**src/rtl/lockdet_pkg.sv**
```systemverilog
package lockdet_pkg;

  typedef enum logic {
    LK_SEARCH = 1'b0,
    LK_HELD   = 1'b1
  } lk_state_e;

  // saturating increment used by the error meter
  function automatic logic [15:0] sat_step(input logic [15:0] v, input logic [15:0] top);
    return (v >= top) ? top : v + 16'd1;
  endfunction

endpackage

```
**src/rtl/lockdet_meter.sv**
```systemverilog
module lockdet_meter #(
  parameter int ERR_W = 8
) (
  input  logic             clk,
  input  logic             rst_n,
  input  logic             up_i,
  input  logic             dn_i,
  output logic             done_o,
  output logic [ERR_W-1:0] err_o
);
  import lockdet_pkg::*;

  localparam logic [ERR_W-1:0] ERR_TOP = {ERR_W{1'b1}};

  logic             open_q;
  logic [ERR_W-1:0] acc_q;
  logic             done_q;
  logic [ERR_W-1:0] err_q;
  logic             any_hi;
  logic             one_hi;
  logic [15:0]      acc_nx;

  assign any_hi = up_i | dn_i;
  assign one_hi = up_i ^ dn_i;
  assign acc_nx = sat_step(16'(acc_q), 16'(ERR_TOP));

  always_ff @(posedge clk) begin
    if (!rst_n) begin
      open_q <= 1'b0;
      acc_q  <= '0;
      done_q <= 1'b0;
      err_q  <= '0;
    end else if (any_hi) begin
      open_q <= 1'b1;
      done_q <= 1'b0;
      if (one_hi) acc_q <= acc_nx[ERR_W-1:0];
    end else if (open_q) begin
      // first idle tick closes the comparison cycle
      open_q <= 1'b0;
      done_q <= 1'b1;
      err_q  <= acc_q;
      acc_q  <= '0;
    end else begin
      done_q <= 1'b0;
    end
  end

  assign done_o = done_q;
  assign err_o  = err_q;

  // a closing strobe lasts one tick
  assert_done_single_R2: assert property (@(posedge clk) disable iff (!rst_n)
    done_q |=> !done_q);

  // a strobe only follows an idle tick that closed an open cycle
  assert_done_after_idle_R9: assert property (@(posedge clk) disable iff (!rst_n)
    $rose(done_q) |-> $past(open_q && !any_hi));

endmodule

```
**src/rtl/lockdet_cmp.sv**
```systemverilog
module lockdet_cmp #(
  parameter int ERR_W = 8
) (
  input  logic [ERR_W-1:0] err_i,
  input  logic [ERR_W-1:0] thr_enter_i,
  input  logic [ERR_W-1:0] thr_exit_i,
  output logic             good_o,
  output logic             bad_o
);

  always_comb begin
    good_o = (err_i < thr_enter_i);
    bad_o  = (err_i > thr_exit_i);
  end

endmodule

```
**src/rtl/lockdet_fsm.sv**
```systemverilog
module lockdet_fsm #(
  parameter int RUN_LO = 3,
  parameter int RUN_HI = 5
) (
  input  logic clk,
  input  logic rst_n,
  input  logic done_i,
  input  logic good_i,
  input  logic bad_i,
  input  logic prec_i,
  output logic lock_o
);
  import lockdet_pkg::*;

  localparam int RUN_W = $clog2(RUN_HI + 1);

  lk_state_e        st_q;
  logic [RUN_W-1:0] run_q;
  logic [RUN_W-1:0] need;
  logic [RUN_W:0]   run_nx;

  assign need   = prec_i ? RUN_W'(RUN_HI) : RUN_W'(RUN_LO);
  assign run_nx = {1'b0, run_q} + 1'b1;

  always_ff @(posedge clk) begin
    if (!rst_n) begin
      st_q  <= LK_SEARCH;
      run_q <= '0;
    end else if (done_i) begin
      unique case (st_q)
        LK_SEARCH: begin
          if (!good_i) begin
            run_q <= '0;
          end else if (run_nx >= {1'b0, need}) begin
            st_q  <= LK_HELD;
            run_q <= '0;
          end else begin
            run_q <= run_nx[RUN_W-1:0];
          end
        end
        LK_HELD: begin
          if (bad_i) begin
            st_q  <= LK_SEARCH;
            run_q <= '0;
          end
        end
        default: st_q <= LK_SEARCH;
      endcase
    end
  end

  assign lock_o = (st_q == LK_HELD);

  // lock only rises right after a good closing cycle
  assert_lock_rise_R3: assert property (@(posedge clk) disable iff (!rst_n)
    $rose(lock_o) |-> $past(done_i && good_i));

  // the run never reaches the longer limit while searching
  assert_run_bound_R4: assert property (@(posedge clk) disable iff (!rst_n)
    run_q < RUN_W'(RUN_HI));

  // a poor cycle while searching empties the run
  assert_run_clear_R5: assert property (@(posedge clk) disable iff (!rst_n)
    (!lock_o && done_i && !good_i) |=> (run_q == '0 && !lock_o));

  // lock only falls right after a bad closing cycle
  assert_lock_fall_R6: assert property (@(posedge clk) disable iff (!rst_n)
    $fell(lock_o) |-> $past(done_i && bad_i));

  // a tolerable cycle keeps lock
  assert_lock_hold_R7: assert property (@(posedge clk) disable iff (!rst_n)
    (lock_o && done_i && !bad_i) |=> lock_o);

  // outside closing strobes the flag is steady
  assert_lock_steady_R8: assert property (@(posedge clk) disable iff (!rst_n)
    !done_i |=> $stable(lock_o));

endmodule

```
**src/rtl/lockdet_top.sv**
```systemverilog
module lockdet_top #(
  parameter int ERR_W  = 8,
  parameter int RUN_LO = 3,
  parameter int RUN_HI = 5
) (
  input  logic             clk,
  input  logic             rst_n,
  input  logic             up_i,
  input  logic             dn_i,
  input  logic             prec_i,
  input  logic [ERR_W-1:0] thr_enter_i,
  input  logic [ERR_W-1:0] thr_exit_i,
  output logic             lock_o
);

  logic             done;
  logic [ERR_W-1:0] err;
  logic             good;
  logic             bad;

  lockdet_meter #(.ERR_W(ERR_W)) meter_i (
    .clk    (clk),
    .rst_n  (rst_n),
    .up_i   (up_i),
    .dn_i   (dn_i),
    .done_o (done),
    .err_o  (err)
  );

  lockdet_cmp #(.ERR_W(ERR_W)) cmp_i (
    .err_i       (err),
    .thr_enter_i (thr_enter_i),
    .thr_exit_i  (thr_exit_i),
    .good_o      (good),
    .bad_o       (bad)
  );

  lockdet_fsm #(.RUN_LO(RUN_LO), .RUN_HI(RUN_HI)) fsm_i (
    .clk    (clk),
    .rst_n  (rst_n),
    .done_i (done),
    .good_i (good),
    .bad_i  (bad),
    .prec_i (prec_i),
    .lock_o (lock_o)
  );

  // flag is low on the first tick after reset
  assert_reset_low_R1: assert property (@(posedge clk)
    !rst_n |=> !lock_o);

endmodule

```
**config.mk**
```make
export PLATFORM = sky130hd
export DESIGN_NAME = lockdet_top
export DESIGN_NICKNAME = d
export VERILOG_FILES = /design/src/rtl/lockdet_pkg.sv /design/src/rtl/lockdet_meter.sv /design/src/rtl/lockdet_cmp.sv /design/src/rtl/lockdet_fsm.sv /design/src/rtl/lockdet_top.sv
export SDC_FILE = /design/constraint.sdc
export NUM_CORES = 1
export LEC_CHECK = 0
export BUFFER_PORTS_ARGS = -buffer_cell sky130_fd_sc_hd__buf_2
export CAP_MARGIN = 25
export CORE_MARGIN = 2
export CORE_UTILIZATION = 48
export CTS_BUF_LIST = sky130_fd_sc_hd__clkbuf_8 sky130_fd_sc_hd__clkbuf_16
export DETAILED_ROUTE_END_ITERATION = 6
export PLACE_DENSITY = 0.83
export SKIP_LAST_GASP = 1
export SLEW_MARGIN = 20
export SYNTH_ARGS = -nofsm -noshare
export SYNTH_HDL_FRONTEND = slang
export SYNTH_SLANG_ARGS = --single-unit
```
**constraint.sdc**
```tcl
create_clock -name clk -period 1.65 [get_ports clk]
set_input_delay 0.165 -clock clk [delete_from_list [all_inputs] [get_ports clk]]
set_output_delay 0.165 -clock clk [all_outputs]
set_load 0.1 [all_outputs]
```
# Word level (Yosys, flattened, before mapping)
# Cells that the tools add are included.
# totals
ff_bits	22
inputBits	21
output_inout_bits	1
word_cells	39
# classes
add_sub_neg	2
n_lt_le_gt_ge	4
n_eq_ne	2
muxes	15
bitwise	5
reduce_logical	5
# op_table
op	n
$mux 8	4
$mux 3	4
$add 8x1->8 const B	1
$ge 8x8->1 const B	1
$gt 8x8->1	1
$lt 8x8->1	1
$pmux 3 s2	1
$reduce_and 2->1	3
$mux 1	5
$add 3x1->4 const B	1
$ge 4x3->1	1
$ne 2x2->1 const B	2
$not 1->1	3
$pmux 1 s2	1
$reduce_bool 2->1	1
$reduce_or 2->1	1
$or 1x1->1	1
$xor 1x1->1	1

# Depth between registers and ports, before layout
# Gate-level depths: netlist of run 1.
# logic_depth
word_depth	5
mapped_depth	8
depth_no_buf	8

# Cells and area by module
# A second synthesis of run 1 with hierarchy kept.
# unflattened
hier_cells	179
area_unflattened_um2	1493.9
# by_module_without_submodules
module	instances	cells_each	area_each_um2	seq_area_each_um2
lockdet_meter	1	98	844.6	360.3
lockdet_cmp	1	49	375.4	0.0
lockdet_fsm	1	32	274.0	80.1

# Worst setup path after synthesis of run 1
# No wires, ideal clock.
# synth_timing
kind	reg2reg
startpoint	register fsm_i.st_q, in the netlist fsm_i.lock_o
endpoint	register fsm_i.run_q[2]
setup_ns	0.117
arrival_time_ns	1.972
required_time_ns	1.533
path_slack_ns	-0.439
path_stages_with_launch	6
path_buffers	0
period_less_slack_ns	2.089
path_cell_list	dfxtp_1 -> inv_1 -> or3_1 -> o311a_4 -> nor2b_1 -> a32o_1
# synth_via
elab_chain_cells	2
word_cells_on_any_way	4
cone_classes	1 x eq/ne; 1 x mux; 1 x bitwise; 1 x reduce/logical
# synth_lines
element	line	text
start: declaration	lockdet_fsm.sv:17	lk_state_e st_q;
start signal: assignment	lockdet_fsm.sv:27	st_q <= LK_SEARCH;
start signal: assignment	lockdet_fsm.sv:35	st_q <= LK_HELD;
start signal: assignment	lockdet_fsm.sv:43	st_q <= LK_SEARCH;
$ne 2x2->1 (no line) / $not 1->1 (equally long branches)	n/a	
$reduce_and 2->1 (no line) / $pmux 3 s2 (equally long branches)	n/a	
end signal: assignment	lockdet_fsm.sv:38	run_q <= run_nx[RUN_W-1:0];
end: declaration	lockdet_fsm.sv:18	logic [RUN_W-1:0] run_q;
# Parallel ways exist; a longest one is shown, timed or not.
# A chain may end at the register's enable or synchronous reset.

# Worst setup path in the final report of run 1
# layout_timing
startpoint	register meter_i.err_q[6], in the netlist meter_i.err_o[6]
endpoint	register fsm_i.run_q[2]
# layout_via
elab_chain_cells	3
word_cells_on_any_way	6
cone_classes	2 x order compare; 1 x eq/ne; 2 x mux; 1 x reduce/logical
# layout_lines
element	line	text
start: declaration	lockdet_meter.sv:18	logic [ERR_W-1:0] err_q;
start signal: assignment	lockdet_meter.sv:41	err_q <= acc_q;
$lt 8x8->1 / $gt 8x8->1 (equally long branches)	lockdet_cmp.sv:12, lockdet_cmp.sv:13	
$mux 3 / $ne 2x2->1 (equally long branches)	n/a	
$pmux 3 s2 / $reduce_and 2->1 (equally long branches)	n/a	
# Parallel ways exist; a longest one is shown, timed or not.

==> results of run 1 <==
-- metrics by stage --
stage          instance area (um^2)  power (uW)
2_1_floorplan                  1480         646
3_3_place_gp                   1700         697
3_5_place_dp                   1700         703
4_1_cts                        1800        1100
5_1_grt                        1830        1150
6_report                       1830        1090
-- flip-flops by register name (all words and copies together), names as in the netlist --
name and cells:
fsm_i.run_q 3, meter_i.err_o 8, fsm_i.lock_o 1, meter_i.open_q 1, meter_i.acc_q 8, meter_i.done_o 1
-- layer usage --
| layer | global-route usage | vias up | share of wire | wire (um) |
|---|---|---|---|---|
| met5 | 0 | - | 0 | 0 |
| met1 | 0.249 | 566 | 0.46 | 1430 |
| met2 | 0.332 | 33 | 0.47 | 1470 |
| met3 | 0.0330 | 7 | 0.043 | 134 |
| li1 | - | 685 | - | - |
| met4 | 0.0942 | 0 | 0.024 | 74 |
-- cell families (layout without fill, tap and decap cells) --
kind of cell    count (synthesis)  count (layout)  share of synthesized area
simple gates                   67              67                      0.244
mux                             1               1                    0.00697
fa+ha+maj                      19              19                      0.166
xor+xnor                        1               1                    0.00610
buf+inv                        23              57                     0.0601
flops                          22              22                      0.307
compound gates                 42              42                      0.211
-- what timing repair did --
item | 4_1_cts | 5_1_grt
setup endpoints to repair | 3 | 3
gates resized for setup | 8 | 7
cloned | 0 | 0
hold endpoints to repair | 0 | 0
pin swaps | 3 | 0
buffers inserted | 0 | 0
-- cells in the final DEF (no fill, tap or decap), drive strengths merged, types with 2 or more instances in the layout --
cell	instances
nand4	6
buf	33
a21oi	8
nand2	27
a21boi	14
nor3b	3
ha	19
o21a	2
nor2	8
nand3	6
a31oi	3
clkbuf	4
nor2b	7
inv	20
o21ai	6
and3	4
dfxtp	22
-- how the worst max path moves through the flow --
stage / start / end / slack (ns) / depth (start not counted)
3_5_place_dp: meter_i.err_o[7] / fsm_i.run_q[2] / -0.10 / 7
6_report: meter_i.err_o[6] / fsm_i.run_q[2] / -0.07 / 6
4_1_cts: meter_i.err_o[1] / fsm_i.run_q[2] / -0.06 / 7
5_1_grt: meter_i.err_o[1] / fsm_i.run_q[2] / -0.15 / 7
2_1_floorplan: meter_i.err_o[1] / fsm_i.run_q[2] / 0.001 / 7
3_3_place_gp: meter_i.err_o[7] / fsm_i.run_q[1] / -0.08 / 7
-- cell type report --
| type | instances | area share |
|---|---|---|
| multi-input combinational | 130 | 0.556 |
| sequential | 22 | 0.246 |
| timing repair buffer | 33 | 0.106 |
| inverter | 20 | 0.0410 |
| clock buffer | 4 | 0.0300 |
| tap | 31 | 0.0212 |
-- power breakdown --
part | leakage, uW | internal, uW | switching (uW) | total [uW]
sequential | 0.000181 | 536 | 6.08 | 542
clock | 0.0000288 | 213 | 178 | 391
combinational | 0.000624 | 77.0 | 81.5 | 159
-- worst max-delay path: stages (launching register included) --
cell and delay [ns]:
dfxtp_4 0.37, ha_4 0.28, nand4_4 0.11, or3_1 0.37, o311a_4 0.16, nor2b_1 0.13
a32o_1 0.19
==> flow_summary.toml, run 1 <==
[grt]
track_usage = 0.199
grt_overflow = 0
grt_pass1_vias = 1195
grt_max_degree = 22
grt_pass1_wl_um = 5150
antenna_found_initial = 0

[hold_path]
holdPathEnd = "fsm_i.run_q[0]"
hold_start = "rst_n"
hp-class = "in -> reg"
holdPathStages = 2

[worst_setup_path]
crit_type = "reg -> reg"
cp.arrival_ns = 1.89
cp.required_ns = 1.82
critPathLaunchType = "flop"
r2r-start = "meter_i.err_o[6]"
endpoint_kind = "flop"
rrSetupSlack_ns = -0.07
r2r_end = "fsm_i.run_q[2]"
worstPathMaxFanout = 6
r2r_cells = 6

[logic_synthesis]
synth_seq_cells = 22
async_reset_ff_frac = 0
syn-num-nets = 215
synth_seq_area_share = 0.307
netlist-cell-type-count = 36
yosysTopAreaCellShare = 0.307
yosys_most_used_dff = "dfxtp_1"
yosysWarnings = 0
synth_edf_count = 0
synth_top_area_cell = "dfxtp_1"
synth_cells = 175
synth_area_leaders = "dfxtp_1 31%, ha_1 17%, a21boi_0 7.3%"
synth.most_common_cell = "nand2_1"
syn-cell-area_mm2 = 0.00144
synth_common_cells = "27 x nand2_1, 22 x dfxtp_1, 20 x inv_1"
avgSynthCellArea_um2 = 8.21

[cells_and_area]
drive_gt1_frac = 0.278
area_growth_pct = 27.6
multi_input_area_mm2 = 0.00102
fin_util = 0.653
finalNonFillerCells = 240
finalNetCount = 250
fillers = 238
diodes = 0
seqCellArea_um2 = 450

[sta]
rsz0062_at_grt = "yes"
fin_setup_tns_ns = -0.213
worst_hold_slack_ns = 0.286
finalSetupViolations = 3
max_slew.worst_pin.slew_ns = 0.484
period_minus_slack_ns = 1.72
fin_skew_ns = 0.00551
timing.final.crit_share = 1.04
setup_ws_ns = -0.0725
slew_headroom = 0.680
fmax_mhz = 581
slew_violations = 0
hold_viol = 0

[pwr]
p_leak_uw = 0.000833
powerDensity_mw_per_mm2 = 596
ir_drop_mv = 0.363

[die]
die_w_um = 58.7
core_mm2 = 0.00281
die_area_mm2 = 0.00345
row_count = 19
initial_core_util = 0.512
io_pins = 22
dieHeight_um = 58.7

[cts]
tritoncts = "yes"
cts_root_buf = "clkbuf_8"
htreeDepth = 1
postCtsHoldBufs = 0
cts_max_path_buffers = 2
clock_latency_ns = 0.27
cts_sinks = 22
clkTransAtPathRegs_ns = 0.08
cts_made_buffers = 3

[routing]
avgViaCountPerCell = 5.38
via_count = 1291
postRouteAntennaNets = 0
drc = 3
drt_pass1_iterations = 6
drt_iter0_markers = 52
avgRoutedWirePerCell_um = 13.0
wirelength_um = 3110

[job]
drv_cap = 0

[placed_design]
place_ws_ns = -0.102
gp_congestion = 0.863
dp_cells = 236
post-dp-hpwl_um = 2340
port_buffers = 21

[run_status]
status = "finished, violations left"
violations = "DRC, setup timing"
No activity file was read; power rests on OpenSTA's default activity.
==> inputs of run 2 (changes only) <==
- CORE_UTILIZATION: 48 -> 30
- PLACE_DENSITY: 0.83 -> 0.6
==> flow_summary.toml, run 2 (same netlist as run 1, synthesis figures left out) <==
[run_status]
status = "finished, violations left"
violations = "setup timing"

[pwr]
power.total_uw = 1060
ir_drop_mv = 0.305
p_leak_uw = 0.000854
power_frac_seq = 0.512
p_clk_frac = 0.349
p_int_uw = 820
power_frac_comb = 0.139
powerDensity_mw_per_mm2 = 573
swShare = 0.227
switchingPower_uw = 241

[cts]
cts_root_buf = "clkbuf_8"
cts_made_buffers = 3
cts_max_path_buffers = 2
tritoncts = "yes"
clock_latency_ns = 0.25
cts_sinks = 22
clkTransAtPathRegs_ns = 0.07
htreeDepth = 1

[grt]
grt_pass1_vias = 1177
grt_overflow = 0
antenna_found_initial = 0
grt_pass1_wl_um = 5090
track_usage = 0.119
grt_max_degree = 22

[worst_setup_path]
endpoint_kind = "flop"
slowest_stage = "dfxtp_4"
slowest_delay_ns = 0.36
crit_chain = "ha_4 -> nor2b_4 -> o211ai_2 -> a21oi_2 -> o311a_4 -> nor2b_1 -> a32o_1"
critPathLaunchType = "flop"
r2r-start = "meter_i.err_o[1]"
r2r_end = "fsm_i.run_q[2]"
rrSetupSlack_ns = -0.08
worstPathMaxFanout = 5
r2r_cells = 7
cp.arrival_ns = 1.88
cp.required_ns = 1.80
crit_type = "reg -> reg"

[hold_path]
holdPathEnd = "fsm_i.run_q[1]"
hp-class = "in -> reg"
holdPathStages = 2
hold_start = "rst_n"

[sta]
fmax_mhz = 577
setup_ws_ns = -0.0838
finalSetupViolations = 3
fin_setup_tns_ns = -0.186
fin_skew_ns = 0.00248
max_slew.worst_pin.slew_ns = 0.482
slew_headroom = 0.681
rsz0062_at_grt = "yes"
slew_violations = 0
hold_viol = 0
timing.final.crit_share = 1.05
period_minus_slack_ns = 1.73

[cells_and_area]
final_cell_mix = "27 x nand2_1, 21 x buf_2, 19 x inv_1"
diodes = 0
drive_gt1_frac = 0.291
seqCellArea_um2 = 453
finalNetCount = 254
fin_util = 0.398
fillers = 475
multi_input_area_um2 = 973
final_common_cell = "nand2_1"
area_growth_pct = 29.0
finalInstanceArea_mm2 = 0.00185

[job]
drv_cap = 0

[die]
row_count = 25
die_area_mm2 = 0.00536
core_mm2 = 0.00466
dieHeight_um = 73.2
die_w_um = 73.2
initial_core_util = 0.308
io_pins = 22

[placed_design]
port_buffers = 21
place_ws_ns = -0.184
place_area_mm2 = 0.00175
post-dp-hpwl_um = 2390
gp_congestion = 0.813

[routing]
drt_pass1_iterations = 4
wirelength_um = 3000
postRouteAntennaNets = 0
avgViaCountPerCell = 4.78
via_count = 1277
drc = 0
avgRoutedWirePerCell_um = 11.2
drt_iter0_markers = 53
run 2: changes by cell type in the layout (fill, tap and decap cells not counted), moves of 2 or more:
cell and delta:
nand4_2 +2, nor2b_2 +2, dfxtp_2 +2, dfxtp_1 -2
nor2b_1 -2, buf_4 +3, nand4_4 -2, nor3b_1 +2
nor3b_2 -2
run 2: power groups by stage:
stage	combinational [uW]	sequential (uW)	clock, uW
6_report	147	544	370
5_1_grt	170	545	416
4_1_cts	145	543	395
3_5_place_dp	144	558	0
3_3_place_gp	142	558	0
2_1_floorplan	88.4	558	0
run 2: routing by layer:
metal / up-vias / routed length [um] / GRT usage
li1: 688 / - / -
met1: 570 / 1450 / 0.156
met2: 17 / 1440 / 0.201
met3: 2 / 92 / 0.0207
met4: 0 / 11 / 0.0309
met5: - / 0 / 0
run 2: cell type report:
class / count / share of cell area
Clock buffer: 4 / 0.0297
Timing Repair Buffer: 37 / 0.124
Tap cell: 54 / 0.0365
Inverter: 20 / 0.0405
Multi-Input combinational cell: 130 / 0.525
Sequential cell: 22 / 0.244
run 2: worst max-delay path by stage:
stage                          start              to  cells after the start
floorplan           meter_i.err_o[1]  fsm_i.run_q[2]                      7
global placement    meter_i.err_o[7]  fsm_i.run_q[2]                      7
detailed placement  meter_i.err_o[7]  fsm_i.run_q[2]                      7
CTS                 meter_i.err_o[1]  fsm_i.run_q[1]                      8
global route        meter_i.err_o[1]  fsm_i.run_q[2]                      6
finish              meter_i.err_o[1]  fsm_i.run_q[2]                      7
run 2: through the flow:
stage	instances	hold slack, ns
6_report	267	0.303
5_1_grt	267	0.312
4_1_cts	267	0.299
3_5_place_dp	262	0.494
3_3_place_gp	262	0.488
2_1_floorplan	175	0.441
run 2: critical path: cells and delay by family, from the launching register on:
| kind | cells | cell delay, ns |
|---|---|---|
| AOI/OAI and AO/OA | 4 | 0.77 |
| and+or+nand+nor | 2 | 0.26 |
| adders and majority gates | 1 | 0.24 |
| DFF | 1 | 0.36 |
run 2: timing repair:
| action | CTS | global route |
|---|---|---|
| endpoints found under the hold margin | 0 | 0 |
| resized for setup | 5 | 9 |
| hold buffers | 0 | 0 |
| setup buffers | 1 | 0 |
| pin swaps | 2 | 4 |
| setup endpoints to repair | 3 | 4 |
